File: src/rtl/blkeng_pkg.sv
package blkeng_pkg;
    typedef enum logic [1:0] {
        ST_IDLE = 2'd0,
        ST_RD   = 2'd1,
        ST_CAP  = 2'd2,
        ST_WR   = 2'd3
    } state_e;
endpackage

File: src/rtl/blkeng_ptr_step.sv
module blkeng_ptr_step #(
    parameter int W = 16
) (
    input  logic [W-1:0] cur,
    input  logic         down,
    output logic [W-1:0] nxt
);
    localparam logic [W-1:0] ONE = {{(W-1){1'b0}}, 1'b1};
    always_comb begin
        if (down) nxt = cur - ONE;
        else      nxt = cur + ONE;
    end
endmodule

File: src/rtl/blkeng_byte_cmp.sv
module blkeng_byte_cmp #(
    parameter int DW = 8
) (
    input  logic [DW-1:0] a,
    input  logic [DW-1:0] b,
    output logic          eq
);
    always_comb eq = (a == b);
endmodule

File: src/rtl/blkeng_term.sv
module blkeng_term (
    input  logic rpt,
    input  logic search,
    input  logic hit,
    input  logic cnt_zero,
    input  logic irq,
    output logic fin,
    output logic pause
);
    always_comb begin
        fin   = !rpt || cnt_zero || (search && hit);
        pause = !fin && irq;
    end
endmodule

File: src/rtl/blkeng.sv
module blkeng
    import blkeng_pkg::*;
#(
    parameter int AW = 16,
    parameter int DW = 8,
    parameter int CW = 16
) (
    input  logic          clk,
    input  logic          rst_n,
    input  logic          start,
    input  logic          op_search,
    input  logic          op_dec,
    input  logic          op_repeat,
    input  logic [AW-1:0] src_init,
    input  logic [AW-1:0] dst_init,
    input  logic [CW-1:0] cnt_init,
    input  logic [DW-1:0] match_val,
    input  logic          irq_pend,
    output logic          mem_rd,
    output logic          mem_wr,
    output logic [AW-1:0] mem_addr,
    output logic [DW-1:0] mem_wdata,
    input  logic [DW-1:0] mem_rdata,
    output logic          busy,
    output logic          done,
    output logic          resume_pending,
    output logic [AW-1:0] src_ptr,
    output logic [AW-1:0] dst_ptr,
    output logic [CW-1:0] byte_cnt,
    output logic          flag_z,
    output logic          flag_pv
);
    localparam int NPTR = 2;
    localparam logic [CW-1:0] CNT_ONE = {{(CW-1){1'b0}}, 1'b1};

    typedef struct packed {
        state_e        state;
        logic          search;
        logic          dec;
        logic          rpt;
        logic [AW-1:0] src;
        logic [AW-1:0] dst;
        logic [CW-1:0] cnt;
        logic [DW-1:0] data;
        logic          z;
        logic          pv;
        logic          done;
        logic          resume;
    } regs_t;

    regs_t r_d, r_q;

    logic [AW-1:0] ptr_cur  [NPTR];
    logic [AW-1:0] ptr_next [NPTR];
    logic [CW-1:0] cnt_dec;
    logic          cnt_zero;
    logic          hit;
    logic          fin;
    logic          pause;

    assign ptr_cur[0] = r_q.src;
    assign ptr_cur[1] = r_q.dst;

    for (genvar gi = 0; gi < NPTR; gi++) begin : g_ptr
        blkeng_ptr_step #(.W(AW)) u_step (
            .cur  (ptr_cur[gi]),
            .down (r_q.dec),
            .nxt  (ptr_next[gi])
        );
    end

    assign cnt_dec  = r_q.cnt - CNT_ONE;
    assign cnt_zero = (cnt_dec == '0);

    blkeng_byte_cmp #(.DW(DW)) u_cmp (
        .a  (mem_rdata),
        .b  (match_val),
        .eq (hit)
    );

    blkeng_term u_term (
        .rpt      (r_q.rpt),
        .search   (r_q.search),
        .hit      (hit),
        .cnt_zero (cnt_zero),
        .irq      (irq_pend),
        .fin      (fin),
        .pause    (pause)
    );

    always_comb begin
        r_d       = r_q;
        r_d.done  = 1'b0;
        mem_rd    = 1'b0;
        mem_wr    = 1'b0;
        mem_addr  = r_q.src;
        mem_wdata = r_q.data;

        unique case (r_q.state)
            ST_IDLE: begin
                if (start) begin
                    r_d.search = op_search;
                    r_d.dec    = op_dec;
                    r_d.rpt    = op_repeat;
                    if (!r_q.resume) begin
                        r_d.src = src_init;
                        r_d.dst = dst_init;
                        r_d.cnt = cnt_init;
                    end
                    r_d.resume = 1'b0;
                    r_d.state  = ST_RD;
                end
            end
            ST_RD: begin
                mem_rd    = 1'b1;
                mem_addr  = r_q.src;
                r_d.state = ST_CAP;
            end
            ST_CAP: begin
                if (r_q.search) begin
                    r_d.z   = hit;
                    r_d.src = ptr_next[0];
                    r_d.cnt = cnt_dec;
                    r_d.pv  = cnt_zero;
                    if (fin) begin
                        r_d.state = ST_IDLE;
                        r_d.done  = 1'b1;
                    end else if (pause) begin
                        r_d.state  = ST_IDLE;
                        r_d.resume = 1'b1;
                    end else begin
                        r_d.state = ST_RD;
                    end
                end else begin
                    r_d.data  = mem_rdata;
                    r_d.state = ST_WR;
                end
            end
            ST_WR: begin
                mem_wr    = 1'b1;
                mem_addr  = r_q.dst;
                mem_wdata = r_q.data;
                r_d.src   = ptr_next[0];
                r_d.dst   = ptr_next[1];
                r_d.cnt   = cnt_dec;
                r_d.pv    = cnt_zero;
                if (fin) begin
                    r_d.state = ST_IDLE;
                    r_d.done  = 1'b1;
                end else if (pause) begin
                    r_d.state  = ST_IDLE;
                    r_d.resume = 1'b1;
                end else begin
                    r_d.state = ST_RD;
                end
            end
            default: r_d.state = ST_IDLE;
        endcase
    end

    always_ff @(posedge clk) begin
        if (!rst_n) begin
            r_q <= '{state: ST_IDLE, default: '0};
        end else begin
            r_q <= r_d;
        end
    end

    assign busy           = (r_q.state != ST_IDLE);
    assign done           = r_q.done;
    assign resume_pending = r_q.resume;
    assign src_ptr        = r_q.src;
    assign dst_ptr        = r_q.dst;
    assign byte_cnt       = r_q.cnt;
    assign flag_z         = r_q.z;
    assign flag_pv        = r_q.pv;
endmodule

File: config.mk
export PLATFORM = sky130hd
export DESIGN_NAME = blkeng
export DESIGN_NICKNAME = d
export VERILOG_FILES = /design/src/rtl/blkeng_pkg.sv /design/src/rtl/blkeng_ptr_step.sv /design/src/rtl/blkeng_byte_cmp.sv /design/src/rtl/blkeng_term.sv /design/src/rtl/blkeng.sv
export SDC_FILE = /design/constraint.sdc
export NUM_CORES = 1
export LEC_CHECK = 0
export ABC_AREA = 1
export CELL_PAD_IN_SITES_DETAIL_PLACEMENT = 2
export CELL_PAD_IN_SITES_GLOBAL_PLACEMENT = 2
export CORE_ASPECT_RATIO = 1.4
export CORE_MARGIN = 3
export CORE_UTILIZATION = 26
export CTS_CLUSTER_SIZE = 12
export DETAILED_ROUTE_END_ITERATION = 12
export PLACE_DENSITY = 0.9
export SYNTH_ARGS = -nofsm -noshare
export SYNTH_HDL_FRONTEND = slang
export SYNTH_SLANG_ARGS = --single-unit
File: constraint.sdc
create_clock -name clk -period 3.15 [get_ports clk]
set_clock_uncertainty 0.05 [all_clocks]
set_input_delay 0.63 -clock clk [delete_from_list [all_inputs] [get_ports clk]]
set_output_delay 0.63 -clock clk [all_outputs]
set_load 0.1 [all_outputs]
==> impl_metrics.ini <==
[yosys]
synth_top_area_share_pct = 24.51
ys_top_cells_by_area = dfxtp_1 25%, a21oi_1 13%, nand2_1 12%, buf_4 8.3%, ha_1 7.1%
syn_inst = 816
avgSynthCellArea_um2 = 6.507
syn_nets = 919
ys.warnings.count = 0
yosys.area.top_type = dfxtp_1
synthDistinctLibCells = 40
netlist_area_mm2 = 0.005310
synth_seq_cells = 65
ys_seq_area_share_pct = 24.51

[sta]
final_max_slew_viol_count = 0
period_needed_ns = 2.697
fmax_ghz = 0.3708
finalSetupViolCount = 0
whs_ns = 0.4170
hold_violations = 0
timing.final.crit_share_pct = 85.62
slew_headroom_pct = 61.97
tightest_slew_ns = 0.5696
rsz0062_at_grt = false

[final_layout]
drive_gt1_share_pct = 14.93
nNetsFinal = 1009
stdcell_area_mm2 = 0.007032
diodes = 0
multi_input_area_mm2 = 0.003222
syn2layout_area_growth_pct = 32.42
fill_cells = 2418
regArea_mm2 = 0.001301

[critical_path]
critPathMostFrequentCell = nand2_1
rrSetupSlack_ns = 0.65
cp_max_fo = 26
slowest_stage = dfxtp_1
cp.arrival_ns = 2.02
path_cells = nand2_2, inv_2, nand2_1, nand2_1, buf_12
crit_cells = 5
slowest_delay_ns = 0.53
cpLargestDelayFamily = buffers and inverters
criticalPathCategory = register to primary output
end_kind = primary output
endpoint = mem_addr[2]
r2r-end = src_ptr[9]
critPathRequiredTime_ns = 2.47
cp-startpoint = r_q[64]
cp-start-kind = register
r2r_start = r_q[61]
reg2regPathDepth = 10
cp_num_buf_inv = 2

[grt]
grt_pass1_vias = 6629
grt_max_degree = 38
groute.usage.overall_pct = 20.19
antenna_found_initial = 0
grt_pass1_wl_mm = 35.68
overflow = 0

[pwr]
p_leak_nw = 3.187
power-per-cell-area_mw_per_mm2 = 707.7
vdd_drop_max_v = 0.0002736

[clock_tree]
cts_tree = built
clk_pin_slew_ns = 0.06
cts_buffers = 9
ctsHoldBuffers = 0
cts_sinks = 65
cts_resized = 0
root_buffer = clkbuf_16
clockBufferDepth = 2
htreeDepth = 3
postCtsSetupBuffers = 0
clkLatencyLatePin_ns = 0.35

[min_path]
worst_hold_path_type = register to register

[floorplanning]
die_x_um = 126.8
core_mm2 = 0.02000
initial_core_util_pct = 26.55
die_h_um = 175.1
rows = 61
dieArea_mm2 = 0.02220
io_pins = 150

[routing]
drc = 0
wl_per_cell_um = 19.18
drt-pass1-iter-count = 4
vias_per_cell = 5.098
drtAntennaViolNets = 0
dr_total_vias = 5929
drt_iter0_markers = 210
wl_mm = 22.30

[placed_design]
place.gp.congestion = 0.8782
portBuffers = 149
place_area_mm2 = 0.006711
post-dp-hpwl_mm = 17.16

[run_status]
outcome = complete, no violations

[run]
drv_cap = 0
[layout make-up]
cell class / count / area share, %
Timing Repair Buffer: 161 / 23.24
Multi-Input combinational cell: 606 / 45.82
Inverter: 63 / 3.399
Clock inverter: 6 / 1.299
Sequential cell: 65 / 18.51
Clock buffer: 10 / 3.256
Tap cell: 252 / 4.484
[flip-flops by register name, indices dropped and copies added, names as in the netlist]
name / count
byte_cnt: 16
dst_ptr: 16
src_ptr: 16
mem_wdata: 8
r_q: 5
done: 1
flag_pv: 1
flag_z: 1
resume_pending: 1
[tightest hold or removal path: cells and delay by family, from the launching register on]
kind | cells | cell delay [ns]
AND/OR/NAND/NOR | 1 | 0.06
flip-flops | 1 | 0.31
AO/OA/AOI/OAI | 1 | 0.05
[metrics by stage]
| step | total power, W | std cells | setup slack, ns | setup TNS [ns] | utilization (%) |
|---|---|---|---|---|---|
| 3_5_place_dp | 0.003870 | 1147 | 0.6293 | 0 | 33.56 |
| 3_3_place_gp | 0.003792 | 1147 | 0.7255 | 0 | 33.56 |
| 6_report | 0.004976 | 1163 | 0.4529 | 0 | 35.16 |
| 5_1_grt | 0.005265 | 1163 | 0.3098 | 0 | 35.16 |
| 4_1_cts | 0.005033 | 1163 | 0.4104 | 0 | 35.16 |
| 2_1_floorplan | 0.003173 | 816 | -0.5540 | -1.108 | - |
[power by group]
group / switching [W] / internal (W)
Combinational: 0.00199 / 0.000761
Sequential: 0.000164 / 0.000935
Clock: 0.000427 / 0.000696
Total: 0.00258 / 0.00239
[layout by cell type (no fill, tap or decap), types with 2 or more instances in the layout]
cell             Yosys  layout
or2_2                8       8
and2_1               2       2
a221oi_1             2       2
nor2_1              55      54
nor2_4               2       2
clkbuf_16            0       9
clkinvlp_4           0       3
o21bai_1             4       4
a22oi_1              4       4
nor2_2               5       6
nand2_1            175     175
inv_1               55      55
o21ai_1              5       5
ha_1                30      30
bufinv_16            0       2
nand3b_1             6       6
nor3_1               7       7
fa_1                 2       2
buf_12               0      20
o21ai_0             71      71
xnor2_1             13      13
inv_2                7       7
a21oi_1            134     134
nand3_1             46      46
dfxtp_1             65      65
a21o_1               8       8
nand4_1              8       8
clkdlybuf4s50_1      0      70
xor2_1               5       5
a31oi_1              4       4
buf_4               59      71
[how the worst min path moves through the flow]
stage / cells past startpoint / endpoint / start
finish: 2 / mem_wdata[2] / mem_wdata[2]
global route: 2 / mem_wdata[4] / mem_wdata[4]
CTS: 2 / mem_wdata[2] / mem_wdata[2]
detailed placement: 2 / mem_wdata[2] / mem_wdata[2]
global placement: 2 / mem_wdata[3] / mem_wdata[3]
floorplan: 2 / mem_wdata[0] / mem_wdata[0]
[Yosys cell counts]
cell type	n
nand2_1	175
xnor2_1	13
or2_2	8
a221oi_1	2
a21oi_1	134
dfxtp_1	65
o21ai_0	71
nor2_1	55
a21oi_4	1
a22oi_1	4
nor4_1	1
a21oi_2	1
o21ai_2	1
nand2_2	1
nand2_4	1
nor2_2	5
xor2_1	5
nand3_1	46
a211oi_1	1
inv_4	1
o21ai_1	5
a21boi_1	1
fa_1	2
and2_1	2
nand4_1	8
o31ai_1	1
buf_2	5
o21bai_1	4
clkbuf_1	16
a21o_1	8
buf_4	59
a211oi_2	1
ha_1	30
inv_1	55
inv_2	7
a31oi_1	4
nor3_1	7
nand3b_1	6
buf_6	2
nor2_4	2
[logic make-up after synthesis]
group / after synthesis / share of synthesized area [%]
AND/OR/NAND/NOR: 317 / 25.68
AO/OA/AOI/OAI: 239 / 24.15
buffers and inverters: 145 / 14.87
flip-flops: 65 / 24.51
adder cells (fa/ha/maj): 32 / 7.823
XOR/XNOR: 18 / 2.969
[layer usage]
metal	GRT usage, %	wire length, um
met4	4.830	292
met2	39.77	12530
met1	22.29	8811
met5	0	0
met3	2.875	668
Note: power is estimated with default switching activity, not from simulation.
